File: config.mk
export PLATFORM = sky130hd
export DESIGN_NAME = wordmux_link
export DESIGN_NICKNAME = d
export VERILOG_FILES = /design/src/rtl/wordmux_pkg.sv /design/src/rtl/wordmux_arb.sv /design/src/rtl/wordmux_fifo.sv /design/src/rtl/wordmux_tx.sv /design/src/rtl/wordmux_rx.sv /design/src/rtl/wordmux_link.sv
export SDC_FILE = /design/constraint.sdc
export NUM_CORES = 1
export LEC_CHECK = 0
export BUFFER_PORTS_ARGS = -buffer_cell sky130_fd_sc_hd__buf_2
export CORE_ASPECT_RATIO = 0.5
export CORE_UTILIZATION = 30
export DETAILED_ROUTE_END_ITERATION = 10
export GPL_TIMING_DRIVEN = 0
export SLEW_MARGIN = 20
export SYNTH_ARGS = -nofsm -noshare
export SYNTH_HDL_FRONTEND = slang
export SYNTH_SLANG_ARGS = --single-unit
File: constraint.sdc
create_clock -name clk -period 5.8 [get_ports clk]
set_clock_uncertainty 0.1 [all_clocks]
set_input_delay 0.29 -clock clk [delete_from_list [all_inputs] [get_ports clk]]
set_output_delay 0.29 -clock clk [all_outputs]
set_load 0.02 [all_outputs]
File: src/rtl/wordmux_pkg.sv
package wordmux_pkg;
  localparam int WORD_W = 32;
  localparam int ID_W   = 3;
  localparam int MAX_CH = 1 << ID_W;

  typedef struct packed {
    logic              vld;
    logic [ID_W-1:0]   id;
    logic [WORD_W-1:0] data;
  } link_word_t;

  // Round-robin pick: the first requester after 'last', wrapping; MSB = found.
  function automatic logic [ID_W:0] rr_pick(input logic [MAX_CH-1:0] req,
                                            input logic [ID_W-1:0]   last);
    logic [ID_W:0]   res;
    logic [ID_W-1:0] cand;
    res = '0;
    for (int k = MAX_CH; k >= 1; k--) begin
      cand = last + ID_W'(k);
      if (req[cand]) res = {1'b1, cand};
    end
    return res;
  endfunction

  // Credit update: one spent per word sent, one returned per receiver pop.
  function automatic logic [7:0] credit_step(input logic [7:0] cnt,
                                             input logic take,
                                             input logic give);
    return cnt - {7'd0, take} + {7'd0, give};
  endfunction
endpackage

File: src/rtl/wordmux_arb.sv
module wordmux_arb
  import wordmux_pkg::*;
#(
  parameter int NCH = 4
) (
  input  logic            clk,
  input  logic            rst_n,
  input  logic [NCH-1:0]  req,
  input  logic            en,
  output logic [NCH-1:0]  gnt,
  output logic            gnt_any
);
  logic [ID_W-1:0]   last_q;
  logic [MAX_CH-1:0] req_w;
  logic [ID_W:0]     pick;
  logic [ID_W-1:0]   gnt_idx;

  always_comb begin
    req_w          = '0;
    req_w[NCH-1:0] = req;
    pick           = rr_pick(req_w, last_q);
    gnt_any        = en & pick[ID_W];
    gnt_idx        = pick[ID_W-1:0];
    for (int i = 0; i < NCH; i++) gnt[i] = gnt_any && (gnt_idx == ID_W'(i));
  end

  always_ff @(posedge clk) begin
    if (!rst_n)       last_q <= ID_W'(NCH - 1);
    else if (gnt_any) last_q <= gnt_idx;
  end
endmodule

File: src/rtl/wordmux_fifo.sv
module wordmux_fifo #(
  parameter int W     = 32,
  parameter int DEPTH = 4
) (
  input  logic         clk,
  input  logic         rst_n,
  input  logic         push,
  input  logic [W-1:0] din,
  input  logic         pop,
  output logic         avail,
  output logic [W-1:0] dout
);
  localparam int AW = (DEPTH > 1) ? $clog2(DEPTH) : 1;
  localparam int CW = $clog2(DEPTH + 1);

  logic [W-1:0]  mem [DEPTH];
  logic [AW-1:0] wr_q, rd_q;
  logic [CW-1:0] cnt_q;
  logic          full, do_push, do_pop;

  function automatic logic [AW-1:0] bump(input logic [AW-1:0] p);
    return (p == AW'(DEPTH - 1)) ? '0 : p + 1'b1;
  endfunction

  assign full    = (cnt_q == CW'(DEPTH));
  assign avail   = (cnt_q != '0);
  assign do_push = push && !full;
  assign do_pop  = pop && avail;
  assign dout    = mem[rd_q];

  always_ff @(posedge clk) begin
    if (do_push) mem[wr_q] <= din;
  end

  always_ff @(posedge clk) begin
    if (!rst_n) begin
      wr_q  <= '0;
      rd_q  <= '0;
      cnt_q <= '0;
    end else begin
      if (do_push) wr_q <= bump(wr_q);
      if (do_pop)  rd_q <= bump(rd_q);
      cnt_q <= cnt_q + CW'(do_push) - CW'(do_pop);
    end
  end
endmodule

File: src/rtl/wordmux_tx.sv
module wordmux_tx
  import wordmux_pkg::*;
#(
  parameter int NCH   = 4,
  parameter int DEPTH = 4
) (
  input  logic                  clk,
  input  logic                  rst_n,
  input  logic [NCH-1:0]        tx_valid,
  input  logic [NCH*WORD_W-1:0] tx_data,
  input  logic [NCH*ID_W-1:0]   chan_map,
  input  logic [NCH-1:0]        credit_ret,
  output logic [NCH-1:0]        tx_ready,
  output link_word_t            link_o
);
  localparam int CW = $clog2(DEPTH + 1);

  logic [CW-1:0]     cred_q [NCH];
  logic [NCH-1:0]    has_cred, req, gnt;
  logic              gnt_any, slot_free;
  logic [ID_W-1:0]   sel_id;
  logic [WORD_W-1:0] sel_data;
  link_word_t        link_q;

  for (genvar i = 0; i < NCH; i++) begin : g_cred
    assign has_cred[i] = (cred_q[i] != '0);
    always_ff @(posedge clk) begin
      if (!rst_n) cred_q[i] <= CW'(DEPTH);
      else        cred_q[i] <= CW'(credit_step(8'(cred_q[i]), gnt[i], credit_ret[i]));
    end
  end

  assign req       = tx_valid & has_cred;
  assign slot_free = !link_q.vld;

  wordmux_arb #(.NCH(NCH)) u_arb (
    .clk     (clk),
    .rst_n   (rst_n),
    .req     (req),
    .en      (slot_free),
    .gnt     (gnt),
    .gnt_any (gnt_any)
  );

  always_comb begin
    sel_id   = '0;
    sel_data = '0;
    for (int i = 0; i < NCH; i++) begin
      if (gnt[i]) begin
        sel_id   = sel_id   | chan_map[i*ID_W +: ID_W];
        sel_data = sel_data | tx_data[i*WORD_W +: WORD_W];
      end
    end
  end

  always_ff @(posedge clk) begin
    if (!rst_n) begin
      link_q <= '0;
    end else begin
      link_q.vld <= gnt_any;
      if (gnt_any) begin
        link_q.id   <= sel_id;
        link_q.data <= sel_data;
      end
    end
  end

  assign tx_ready = gnt;
  assign link_o   = link_q;
endmodule

File: src/rtl/wordmux_rx.sv
module wordmux_rx
  import wordmux_pkg::*;
#(
  parameter int NCH   = 4,
  parameter int DEPTH = 4
) (
  input  logic                  clk,
  input  logic                  rst_n,
  input  link_word_t            link_i,
  input  logic [NCH*ID_W-1:0]   chan_map,
  input  logic [NCH-1:0]        rx_ready,
  output logic [NCH-1:0]        rx_valid,
  output logic [NCH*WORD_W-1:0] rx_data,
  output logic [NCH-1:0]        pop
);
  logic [NCH-1:0] hit;

  for (genvar i = 0; i < NCH; i++) begin : g_lane
    assign hit[i] = link_i.vld && (link_i.id == chan_map[i*ID_W +: ID_W]);
    assign pop[i] = rx_valid[i] && rx_ready[i];

    wordmux_fifo #(.W(WORD_W), .DEPTH(DEPTH)) u_fifo (
      .clk   (clk),
      .rst_n (rst_n),
      .push  (hit[i]),
      .din   (link_i.data),
      .pop   (pop[i]),
      .avail (rx_valid[i]),
      .dout  (rx_data[i*WORD_W +: WORD_W])
    );
  end
endmodule

File: src/rtl/wordmux_link.sv
module wordmux_link
  import wordmux_pkg::*;
#(
  parameter int NCH   = 4,
  parameter int DEPTH = 4
) (
  input  logic                  clk,
  input  logic                  rst_n,
  input  logic [NCH*ID_W-1:0]   chan_map,
  input  logic [NCH-1:0]        tx_valid,
  input  logic [NCH*WORD_W-1:0] tx_data,
  output logic [NCH-1:0]        tx_ready,
  output logic [NCH-1:0]        rx_valid,
  input  logic [NCH-1:0]        rx_ready,
  output logic [NCH*WORD_W-1:0] rx_data,
  output logic                  link_vld,
  output logic [ID_W-1:0]       link_id,
  output logic [WORD_W-1:0]     link_data
);
  link_word_t     link_w;
  logic [NCH-1:0] credit_ret;

  wordmux_tx #(.NCH(NCH), .DEPTH(DEPTH)) u_tx (
    .clk        (clk),
    .rst_n      (rst_n),
    .tx_valid   (tx_valid),
    .tx_data    (tx_data),
    .chan_map   (chan_map),
    .credit_ret (credit_ret),
    .tx_ready   (tx_ready),
    .link_o     (link_w)
  );

  wordmux_rx #(.NCH(NCH), .DEPTH(DEPTH)) u_rx (
    .clk      (clk),
    .rst_n    (rst_n),
    .link_i   (link_w),
    .chan_map (chan_map),
    .rx_ready (rx_ready),
    .rx_valid (rx_valid),
    .rx_data  (rx_data),
    .pop      (credit_ret)
  );

  assign link_vld  = link_w.vld;
  assign link_id   = link_w.id;
  assign link_data = link_w.data;
endmodule

Word level (Yosys, flattened, before mapping)
Memories as Yosys holds them, arrays and structs flattened. A register that Yosys moved wholly into a read port is not among the register bits.
Cells that the tools add are included.
- order comparisons: 8
- add/subtract/negate cells: 31
- equal/unequal tests: 19
- reduce and logical (&&, ||, !) cells: 34
- mux-type cells: 62
- bitwise operators: 12
- operators by type and width (cell ; number):
    $mux 32 ; 4
    $or 32x32->32 ; 3
    $lt 3x4->1 const B ; 8
    $mux 2 ; 16
    $mux 4 ; 8
    $add 3x1->3 ; 8
    $bmux 1 s3 ; 8
    $mux 3 ; 8
    $reduce_bool 3->1 ; 8
    $sub 3x1->3 ; 8
    $logic_and 1x1->1 ; 20
    $mux 1 ; 18
    $add 2x1->2 const B ; 8
    $eq 2x2->1 const B ; 8
    $add 3x3->3 const B ; 4
    $eq 3x3->1 ; 4
    $eq 3x3->1 const B ; 4
    $or 3x3->3 ; 3
    $add 3x2->3 const B ; 2
    $eq 3x2->1 const B ; 2
    $logic_not 1->1 ; 5
    $and 4x4->4 ; 1
    $or 1x1->1 ; 4
    $add 3x1->3 const B ; 1
    other kinds (3) ; 3
- output and inout bits: 172
- word-level logic and storage cells: 187
- memories kept: 5
- bits in writable memories: 524
- register bits after elaboration: 67
- bits of input ports: 150
- memory list (memory ; words ; bits a word ; read ports ; clocked after memory_dff ; write ports ; RTL line ; RTL):
    u_rx.g_lane[0].u_fifo.mem ; 4 ; 32 ; 1 ; 1 ; 1 ; wordmux_fifo.sv:16 ; logic [W-1:0] mem [DEPTH];
    u_rx.g_lane[1].u_fifo.mem ; 4 ; 32 ; 1 ; 1 ; 1 ; wordmux_fifo.sv:16 ;
    u_rx.g_lane[2].u_fifo.mem ; 4 ; 32 ; 1 ; 1 ; 1 ; wordmux_fifo.sv:16 ;
    u_rx.g_lane[3].u_fifo.mem ; 4 ; 32 ; 1 ; 1 ; 1 ; wordmux_fifo.sv:16 ;
    u_tx.cred_q ; 4 ; 3 ; 4 ; 0 ; 4 ; wordmux_tx.sv:18 ; logic [CW-1:0] cred_q [NCH];

Depth between registers and ports, before layout
Gate-level depths: netlist (run 1).
An unclocked memory read counts as a cell.
- word-level depth: 22
- depth in mapped cells: 19
- depth with buffers taken out: 16

Cells and area by module
From an unflattened synthesis (run 1), not the netlist that was laid out.
- cell total of the unflattened synthesis: 1242
- area total of the unflattened synthesis: 23835.4 um^2
- modules (own cells, without submodules) (module ; area each (um^2) ; instances ; cells each ; seq. area each (um^2)):
    wordmux_fifo at u_rx.g_lane[1].u_fifo ... ; 5101.1 ; 2 ; 218 ; 4023.9
    wordmux_fifo at u_rx.g_lane[0].u_fifo ; 5091.1 ; 1 ; 218 ; 4023.9
    wordmux_fifo at u_rx.g_lane[3].u_fifo ; 5086.1 ; 1 ; 218 ; 4023.9
    wordmux_tx ; 2611.3 ; 1 ; 264 ; 960.9
    wordmux_arb ; 656.9 ; 1 ; 83 ; 60.1
    wordmux_rx ; 187.7 ; 1 ; 23 ; 0.0

Worst setup path after synthesis (run 1)
OpenSTA, ideal clock, no wires.
- path kind: flip-flop to flip-flop
- from: register u_tx.u_arb.last_q[0]
- to: memory u_tx.cred_q[1][2] (netlist bit)
- period minus slack after synthesis: 4.739 ns
- slack: 1.061 ns
- path buffers: 3
- cell stages (with the launch flop): 19
- library setup time: 0.127 ns
- arrival: 4.512 ns
- data required time: 5.573 ns
- path through: dfxtp_1 > buf_2 > inv_2 > ha_1 > clkbuf_1 > mux4_2 > a22o_1 > a211oi_4 > o311ai_2 > buf_2 > nor3_1 > ha_1 > inv_1 > ha_1 > inv_1 > fa_1 > xor2_1 > xnor2_1 > nand2_1
- RTL lines (item ; RTL line ; RTL):
    from (decl) ; wordmux_arb.sv:13 ; logic [ID_W-1:0] last_q;
    from (signal assigned) ; wordmux_arb.sv:28 ; if (!rst_n) last_q <= ID_W'(NCH - 1);
    from (signal assigned) ; wordmux_arb.sv:29 ; else if (gnt_any) last_q <= gnt_idx;
    to (decl) ; wordmux_tx.sv:18 ;

==> qor.csv, run 1 <==
metric,value,unit
Pint,9.77,mW
P&R area growth vs syn,25.9,%
max_cap viols,0,
Power Density,488,nW/um^2
Slew HR,34.1,%
Final Cycle Share,87.1,%
"Cell Area, Synth",23700,um^2
Via density,4.70,
CP Launch Type,flip-flop,
RSZ-0062 raised after global routing,false,
post-synthesis sequential area ratio,72.1,%
final net count,1927,
register area,17100,um^2
"Clk pin slew, worst setup/hold paths",0.06,ns
Setup Total Neg Slack,0,ns
uppermost layer routed,met5,
io pins,322,
WP data required,6.17,ns
antenna-violating nets left,0,
TritonCTS Buffers,57,
worst slew pin tran,0.985,ns
Met1 Routed Length,24.2,mm
number of port buffers,321,
initial antenna violation count,2,
cell mode on critical path,ha_1,
metal3 WL,2.66,mm
wire length on met2,33.0,mm
CP cell instances,"buf_2, inv_2, ha_1, clkbuf_1, mux4_2, a2111oi_1, o311ai_2, buf_2, nor3_1, ha_1, inv_1, ha_1, inv_1, fa_1, xor2_1, xnor2_1, nand2_1",
clock sinks,599,
fillers,7168,
clock latency on the worst-skew pair,0.61,ns
async set or reset register ratio after synthesis,0,%
Mean Syn Cell Area,19.3,um^2
vias,13200,
Ant. Diodes,0,
Peak Freq,198,MHz
multi-input logic area,6170,um^2
post-CTS setup buffers,0,
Starting Density,30.5,%
dpl cells,2602,
worst hold start,tx_data[125],
Final Cell Area,29900,um^2
Cells after Synth,1231,
Synth top area share,64.7,%
crit path DAT,5.42,ns
Comb pwr share,35.0,%
final global-route overflow total,0,
die width,400,um
Tot Pwr,14.6,mW
"Worst Path Class, Setup",flip-flop to flip-flop,
drc violations,0,
Setup-failing EPs final,0,
Net Sw Frac,32.9,%
CTS tree,yes,
first-pass GRT wire length,89.7,mm
Setup crit end kind,flip-flop,
# rows,72,
vias in the first global route,13600,
GRT Total Usage,15.1,%
routed wire length,61.3,mm
worst hold path type,input pin to flip-flop,
outcome,completed,
core footprint,77800,um^2
layout cell share with drive strength beyond 1,33.4,%
pre-CTS setup slack,0.800,ns
GPL Wtd Cong,0.809,
Static Leak,10.7,nW
"top cells by area, synth","edfxtp_1 (65%), mux4_2 (12%), dfxtp_1 (7.3%)",
sequential power share,39.5,%
H-tree depth,2,
switching power,4.80,mW
slowest cell on the critical path,mux4_2,
r2r setup slk,0.75,ns
max incr delay on CP,0.62,ns
final hold vios,0,
number of flops mapped to enable cells by yosys,512,
Die Ht,201,um
Clk pwr share,25.5,%
crit path max fanout,10,
VDD IR max,0.265,mV
Placement Cell Area,27000,um^2
CTS Buffer Depth,3,
largest net degree at the start of global routing,33,
Synth cell types,53,
Pre-antenna DRT Iters,5,
DRC marker count from the first detailed-route iteration,962,
PnR worst setup slack,0.751,ns
die area,80400,um^2
WL per Instance,21.8,um
Clock Root Buffer,clkbuf_16,
Main synth FF type,edfxtp_1,
DP HPWL,40.5,mm
synth warn,0,
Final Max Tran Viols,0,
Worst Setup SP,u_tx.u_arb.last_q[0],
fin cells,2815,
"FF+latch count, synth",599,
synthesized net count,1427,
final critical-path required period,5.05,ns
Synth area leader,edfxtp_1,
Reg2Reg Launch Point,u_tx.u_arb.last_q[0],
[worst max-delay path, delay by kind of cell, from the launching register on]
family | cells | cell delay, ns
AOI/OAI and AO/OA | 2 | 0.81
xor gates and xnor gates | 2 | 0.32
adders and majority gates | 4 | 1.11
buffers and inverters | 6 | 1.16
DFF | 1 | 0.38
muxes | 1 | 0.62
and+or+nand+nor | 2 | 0.42
[worst paths after layout]
| path | depth (start not counted) | endpoint |
|---|---|---|
| max | 17 | u_tx.cred_q[1][2] |
| min | 3 | u_tx.link_o[29] |
| max reg2reg | 17 | u_tx.cred_q[1][2] |
| min reg2reg | 2 | flip-flop |
[flip-flops by register name, summed over array words and instances (netlist names), named ones only]
signal and flops:
u_rx.g_lane.u_fifo.cnt_q 12, u_rx.g_lane.u_fifo.mem 512, u_rx.g_lane.u_fifo.rd_q 8, u_rx.g_lane.u_fifo.wr_q 8, u_tx.cred_q 12, u_tx.link_o 36
u_tx.u_arb.last_q 3
[per-layer routing]
metal	vias up	global-route usage [%]
met5	-	0
met4	4	4.41
met3	85	2.43
met2	296	27.5
met1	6908	18.4
li1	5924	-
[synthesized netlist by cell type (all sizes together), types with 2 or more instances]
cell type  count
edfxtp       512
mux4         131
dfxtp         87
mux2i         78
nand2         66
inv           43
ha            38
o221ai        36
and2          34
clkbuf        31
buf           29
nor2b         19
xnor2         18
nor2          12
nor3          11
xor2          11
a21oi         10
fa             8
o31ai          6
o21ai          5
o31a           5
a2111oi        4
a211oi         4
a21boi         4
or3            4
and3           3
nand3          3
o211ai         3
o21a           2
[power groups by stage]
stage | Combinational, mW | Sequential, mW | Clock (mW)
after floorplan | 3.12 | 5.70 | 0
after global placement | 4.56 | 5.83 | 0
after detailed placement | 4.62 | 5.85 | 0
after CTS | 5.15 | 5.76 | 3.79
after global routing | 5.47 | 5.81 | 3.95
final | 5.10 | 5.75 | 3.72
[per-stage QoR]
stage | hold WS (ns) | util [%]
4_1_cts | 0.00543 | 38.4
3_3_place_gp | 0.391 | 34.2
6_report | 0.0262 | 38.4
3_5_place_dp | 0.402 | 34.6
2_1_floorplan | 0.343 | -
5_1_grt | 0.0414 | 38.4
[cells by family after synthesis]
group	after synthesis	share of synthesized area, %
AOI/OAI and AO/OA	87	2.96
xor gates and xnor gates	29	1.07
adders and majority gates	46	2.68
buffers and inverters	103	2.13
DFF	599	72.1
muxes	209	15.7
and+or+nand+nor	158	3.38
[what timing repair did]
item / in CTS / in global routing
hold buffers: 106 / 0
hold endpoints to repair: 43 / 0
gates resized for setup: 0 / 0
[layout make-up]
type / count / area share (%)
buffer: 60 / 1.16
clock buffer: 72 / 5.10
clock inverter: 35 / 1.14
inverter: 43 / 0.540
multi-input combinational: 529 / 20.6
sequential: 599 / 57.3
tap: 1036 / 4.34
timing repair buffer: 441 / 9.84
[layout by cell type, fill, tap and decap left out, types with 18 or more instances in the layout]
master / n
edfxtp_1: 512
buf_2: 323
mux4_2: 131
dlygate4sd3_1: 106
dfxtp_1: 87
mux2i_1: 78
nand2_1: 66
clkbuf_16: 58
clkbuf_1: 43
inv_1: 41
ha_1: 38
o221ai_1: 36
nor2b_1: 19
buf_12: 19
xnor2_1: 18
Note: power is estimated with default switching activity, not from simulation.
==> run 2: changes to the inputs <==
- CELL_PAD_IN_SITES_DETAIL_PLACEMENT: unset -> 0
- CELL_PAD_IN_SITES_GLOBAL_PLACEMENT: unset -> 1
- PLACE_DENSITY_LB_ADDON: unset -> 0.1
==> run 2 against run 1 <==
Combinational power rose by 1%. Via count barely moved. Maximum frequency rose by 0.83%. Routed wire length rose by 9.0%. Global-route usage rose by 1.5 points. Sequential cell count did not move. Cell count fell by 0.32%. Clock-buffer cell count did not move. Clock power fell by 3%. Hold slack improved by 0.026 ns. Sequential power barely moved.
==> qor.csv, run 2 (synthesized netlist as in run 1, its figures left out) <==
metric,value,unit
RSZ-0062 raised after global routing,false,
DP HPWL,44.1,mm
cell mode on critical path,ha_1,
post-CTS sizing,0,
VDD IR max,0.427,mV
GPL Wtd Cong,0.736,
Placement Cell Area,26900,um^2
Final Max Tran Viols,0,
clock latency on the worst-skew pair,0.63,ns
most frequent cells in the layout,"edfxtp_1 (512), buf_2 (326), mux4_2 (131), dlygate4sd3_1 (108), dfxtp_1 (87)",
"commonest non-fill, non-tap cell in the layout",edfxtp_1,
hold path depth,4,
CP Launch Type,flip-flop,
worst hold start,rx_ready[0],
r2r setup slk,0.79,ns
routed wire length,66.8,mm
P&R area growth vs syn,25.2,%
CTS tree,yes,
final hold vios,0,
Peak Freq,200,MHz
final critical-path required period,5.01,ns
DRC marker count from the first detailed-route iteration,699,
Setup crit end kind,flip-flop,
Ant. Diodes,0,
worst r2r dst,u_tx.cred_q[2][2],
crit path DAT,5.40,ns
max_cap viols,0,
number of flip-flops in the largest register,512,
die width,400,um
final global-route overflow total,0,
vias,13200,
"Worst Path Class, Setup",flip-flop to flip-flop,
TritonCTS Buffers,55,
# rows,72,
worst hold path type,input pin to flip-flop,
CP cell instances,"buf_2, inv_2, ha_1, clkbuf_1, mux4_2, a22o_1, a211oi_4, o21ai_1, o311ai_2, buf_2, and3_1, ha_1, inv_1, ha_1, fa_1, xnor2_1, xnor2_1, nand2_1",
Tot Pwr,14.5,mW
WP data required,6.19,ns
final net count,1923,
initial antenna violation count,3,
Pre-antenna DRT Iters,5,
Slew HR,28.1,%
io pins,322,
Setup-failing EPs final,0,
slowest cell on the critical path,mux4_2,
max incr delay on CP,0.63,ns
Via density,4.71,
worst slew pin tran,1.08,ns
Power Density,487,nW/um^2
outcome,completed,
Final Cycle Share,86.3,%
Die Ht,201,um
Setup Total Neg Slack,0,ns
GRT Total Usage,16.7,%
number of port buffers,321,
Final Util,38.2,%
Final Cell Area,29700,um^2
clock sinks,599,
Static Leak,10.6,nW
H-tree depth,2,
"Clk pin slew, worst setup/hold paths",0.07,ns
Biggest register,u_rx.g_lane.u_fifo.mem,
WL per Instance,23.8,um
Clock Root Buffer,clkbuf_16,
dpl cells,2598,
largest net degree at the start of global routing,33,
first-pass GRT wire length,96.6,mm
fin cells,2806,
Reg2Reg Launch Point,u_tx.u_arb.last_q[0],
core footprint,77800,um^2
crit path max fanout,10,
CTS Buffer Depth,3,
vias in the first global route,14400,
layout cell share with drive strength beyond 1,33.0,%
die area,80400,um^2
FF-to-FF path depth,18,
drc violations,0,
antenna-violating nets left,0,
Starting Density,30.5,%
==> run 2: cell count changes in the layout (fill, tap and decap cells not counted), sizes merged <==
cell,delta
buf,-9
clkinv,-7
clkinvlp,+2
clkbuf,+5
bufinv,-2
dlygate4sd3,+2
==> run 2: cell type report <==
cell class	instances	area, um^2
Buffer	60	355
Clock buffer	72	1460
Clock inverter	28	275
Fill cell	7292	48100
Inverter	43	161
Multi-Input combinational cell	529	6180
Sequential cell	599	17100
Tap cell	1036	1300
Timing Repair Buffer	439	2890
==> run 2: what timing repair did <==
action | CTS | global route
setup buffers | 0 | 0
endpoints found under the hold margin | 45 | 0
hold buffers | 108 | 0
endpoints found under the setup margin | 0 | 0
==> run 2: critical path, delay by kind of cell (launching register included) <==
kind            cells  cell delay [ns]
compound gates      4             0.71
xor+xnor            2             0.36
fa+ha+maj           4             1.06
buf+inv             5             1.25
flops               1             0.37
mux                 1             0.63
simple gates        2             0.38
==> run 2: metrics by stage <==
| stage | hold WS [ns] | worst slack, ns |
|---|---|---|
| floorplan | 0.343 | 1.06 |
| global placement | 0.391 | 0.776 |
| detailed placement | 0.396 | 0.777 |
| CTS | 0.0229 | 0.740 |
| global route | 0.0960 | 0.353 |
| finish | 0.0519 | 0.792 |
==> run 2: how the worst max path moves through the flow <==
stage	from	endpoint	slack, ns
3_5_place_dp	u_tx.u_arb.last_q[0]	u_tx.cred_q[2][2]	0.78
2_1_floorplan	u_tx.u_arb.last_q[0]	u_tx.cred_q[1][2]	1.06
4_1_cts	u_tx.u_arb.last_q[0]	u_tx.cred_q[1][2]	0.74
6_report	u_tx.u_arb.last_q[0]	u_tx.cred_q[2][2]	0.79
3_3_place_gp	u_tx.u_arb.last_q[0]	u_tx.cred_q[1][2]	0.78
5_1_grt	u_tx.u_arb.last_q[0]	u_tx.cred_q[1][2]	0.35
==> run 2: metal layers <==
layer  track usage, %  up-vias  part of all wire [%]
met1             21.1     7008                    42
met3             2.62       73                   3.4
met5                0        -                 0.019
met4             3.59        2                   1.7
li1                 -     5913                     -
met2             29.9      220                    53
==> run 2: power breakdown <==
part,internal [mW],leakage (nW),switching (mW),total [mW]
logic,2.41,4.36,2.77,5.17
registers,5.25,5.42,0.486,5.73
clock network,1.96,0.822,1.63,3.59
==> run 3: changes to the inputs <==
--- a/config.mk
+++ b/config.mk
@@ -15,3 +15,3 @@
 export PLACE_DENSITY_LB_ADDON = 0.1
-export SLEW_MARGIN = 20
+export SLEW_MARGIN = 15
 export SYNTH_ARGS = -nofsm -noshare
==> constraint.sdc (replaced) <==
create_clock -name clk -period 5.8 [get_ports clk]
set_clock_uncertainty 0.1 [all_clocks]
set_input_delay 0.58 -clock clk [delete_from_list [all_inputs] [get_ports clk]]
set_output_delay 0.58 -clock clk [all_outputs]
set_load 0.02 [all_outputs]
==> run 3 against run 2 <==
Cell count decreased by 3.8%. Routed wire length decreased by 1.2%. Sequential cell count unchanged. Setup slack got worse by 0.046 ns. Non-clock buffer count decreased by 109. Power decreased by 2.3%. First-iteration DRC count decreased by 2.3%. Global-route usage decreased by 0.25 points. Clock power increased by 6.7%. Critical endpoint is now tx_ready[0]. Largest power group unchanged.
==> qor.csv, run 3 (synthesized netlist as in run 1, its figures left out) <==
metric,value,unit
VDD IR max,0.286,mV
initial antenna violation count,3,
TritonCTS Buffers,55,
hold buffers post-CTS,0,
core footprint,77800,um^2
number of port buffers,321,
Final Max Tran Viols,0,
Reg2Reg Launch Point,u_tx.u_arb.last_q[0],
antenna-violating nets left,0,
number of flip-flops in the largest register,512,
DRC marker count from the first detailed-route iteration,683,
largest net degree at the start of global routing,33,
Final Cycle Share,87.1,%
GPL Wtd Cong,0.736,
dpl cells,2596,
"Worst Path Class, Setup",flip-flop to output port,
Clock Root Buffer,clkbuf_16,
H-tree depth,2,
Tot Pwr,14.2,mW
clock sinks,599,
GRT Total Usage,16.4,%
worst slew pin tran,1.23,ns
die area,80400,um^2
Starting Density,30.5,%
max_cap viols,0,
final hold vios,0,
Via density,4.74,
Setup crit end kind,output port,
WL per Instance,24.4,um
vias in the first global route,13900,
Final Cell Area,28700,um^2
final global-route overflow total,0,
clock latency on the worst-skew pair,0.62,ns
# rows,72,
DP HPWL,43.8,mm
crit path DAT,4.37,ns
die width,400,um
"commonest non-fill, non-tap cell in the layout",edfxtp_1,
RSZ-0062 raised after global routing,false,
P&R area growth vs syn,21.0,%
worst hold start,tx_data[56],
vias,12800,
Worst Setup SP,u_tx.u_arb.last_q[0],
Final Util,36.9,%
outcome,completed,
Pre-antenna DRT Iters,5,
final net count,1814,
CP Launch Type,flip-flop,
"Clk pin slew, worst setup/hold paths",0.07,ns
Peak Freq,198,MHz
first-pass GRT wire length,94.7,mm
layout cell share with drive strength beyond 1,35.0,%
crit path max fanout,10,
Slew HR,17.6,%
worst hold path type,input pin to flip-flop,
Setup-failing EPs final,0,
final critical-path required period,5.05,ns
Setup Total Neg Slack,0,ns
Biggest register,u_rx.g_lane.u_fifo.mem,
WP data required,5.12,ns
CTS tree,yes,
Die Ht,201,um
most frequent cells in the layout,"edfxtp_1 (512), buf_2 (325), mux4_2 (131), dfxtp_1 (87), mux2i_1 (78)",
CTS Buffer Depth,3,
routed wire length,66.0,mm
Static Leak,10.1,nW
Placement Cell Area,26800,um^2
fillers,7348,
Power Density,493,nW/um^2
io pins,322,
post-CTS setup buffers,0,
drc violations,0,
fin cells,2700,
Ant. Diodes,0,
post-CTS sizing,0,
==> run 3: worst max-delay path, stage by stage (launching register included) <==
cell and delay (ns):
dfxtp_1 0.38, buf_2 0.26, inv_2 0.13, ha_1 0.29, clkbuf_1 0.36, mux4_2 0.63, a22o_1 0.29, a211oi_4 0.20
o21ai_1 0.12, o311ai_2 0.13, buf_2 0.45, and3_1 0.31, buf_2 0.19
==> run 3: stage by stage <==
stage          hold WS [ns]  worst slack, ns
6_report              0.159            0.746
5_1_grt               0.135            0.399
4_1_cts               0.109            0.696
3_5_place_dp          0.402            0.740
3_3_place_gp          0.391            0.776
2_1_floorplan         0.367             1.06
==> run 3: layer usage <==
| layer | GRT usage [%] | share of wire (%) | up-vias |
|---|---|---|---|
| met3 | 2.52 | 3.4 | 68 |
| met4 | 3.78 | 1.8 | 0 |
| li1 | - | - | 5693 |
| met5 | 0 | 0 | - |
| met2 | 29.2 | 52 | 210 |
| met1 | 21.0 | 43 | 6817 |
==> run 3: cell type report <==
class | count | area, um^2 | area share, %
Timing Repair Buffer | 330 | 1780 | 6.19
Sequential cell | 599 | 17100 | 59.6
Clock inverter | 35 | 442 | 1.54
Clock buffer | 68 | 1430 | 4.96
Tap cell | 1036 | 1300 | 4.51
Multi-Input combinational cell | 529 | 6160 | 21.4
Buffer | 60 | 350 | 1.22
Inverter | 43 | 161 | 0.562
==> run 3: worst paths after layout <==
path,end,slack [ns],cells past startpoint
hold / removal,u_tx.link_o[24],0.16,3
setup reg to reg,u_tx.cred_q[2][2],0.76,18
setup / recovery,tx_ready[0],0.75,12
hold reg to reg,u_rx.g_lane[0].u_fifo.rd_q[1],0.42,2
==> run 3: report_power, final <==
group / switching [mW] / total, mW / internal [mW]
clock: 1.63 / 3.83 / 2.20
sequential: 0.487 / 5.73 / 5.25
combinational: 2.66 / 4.60 / 1.94
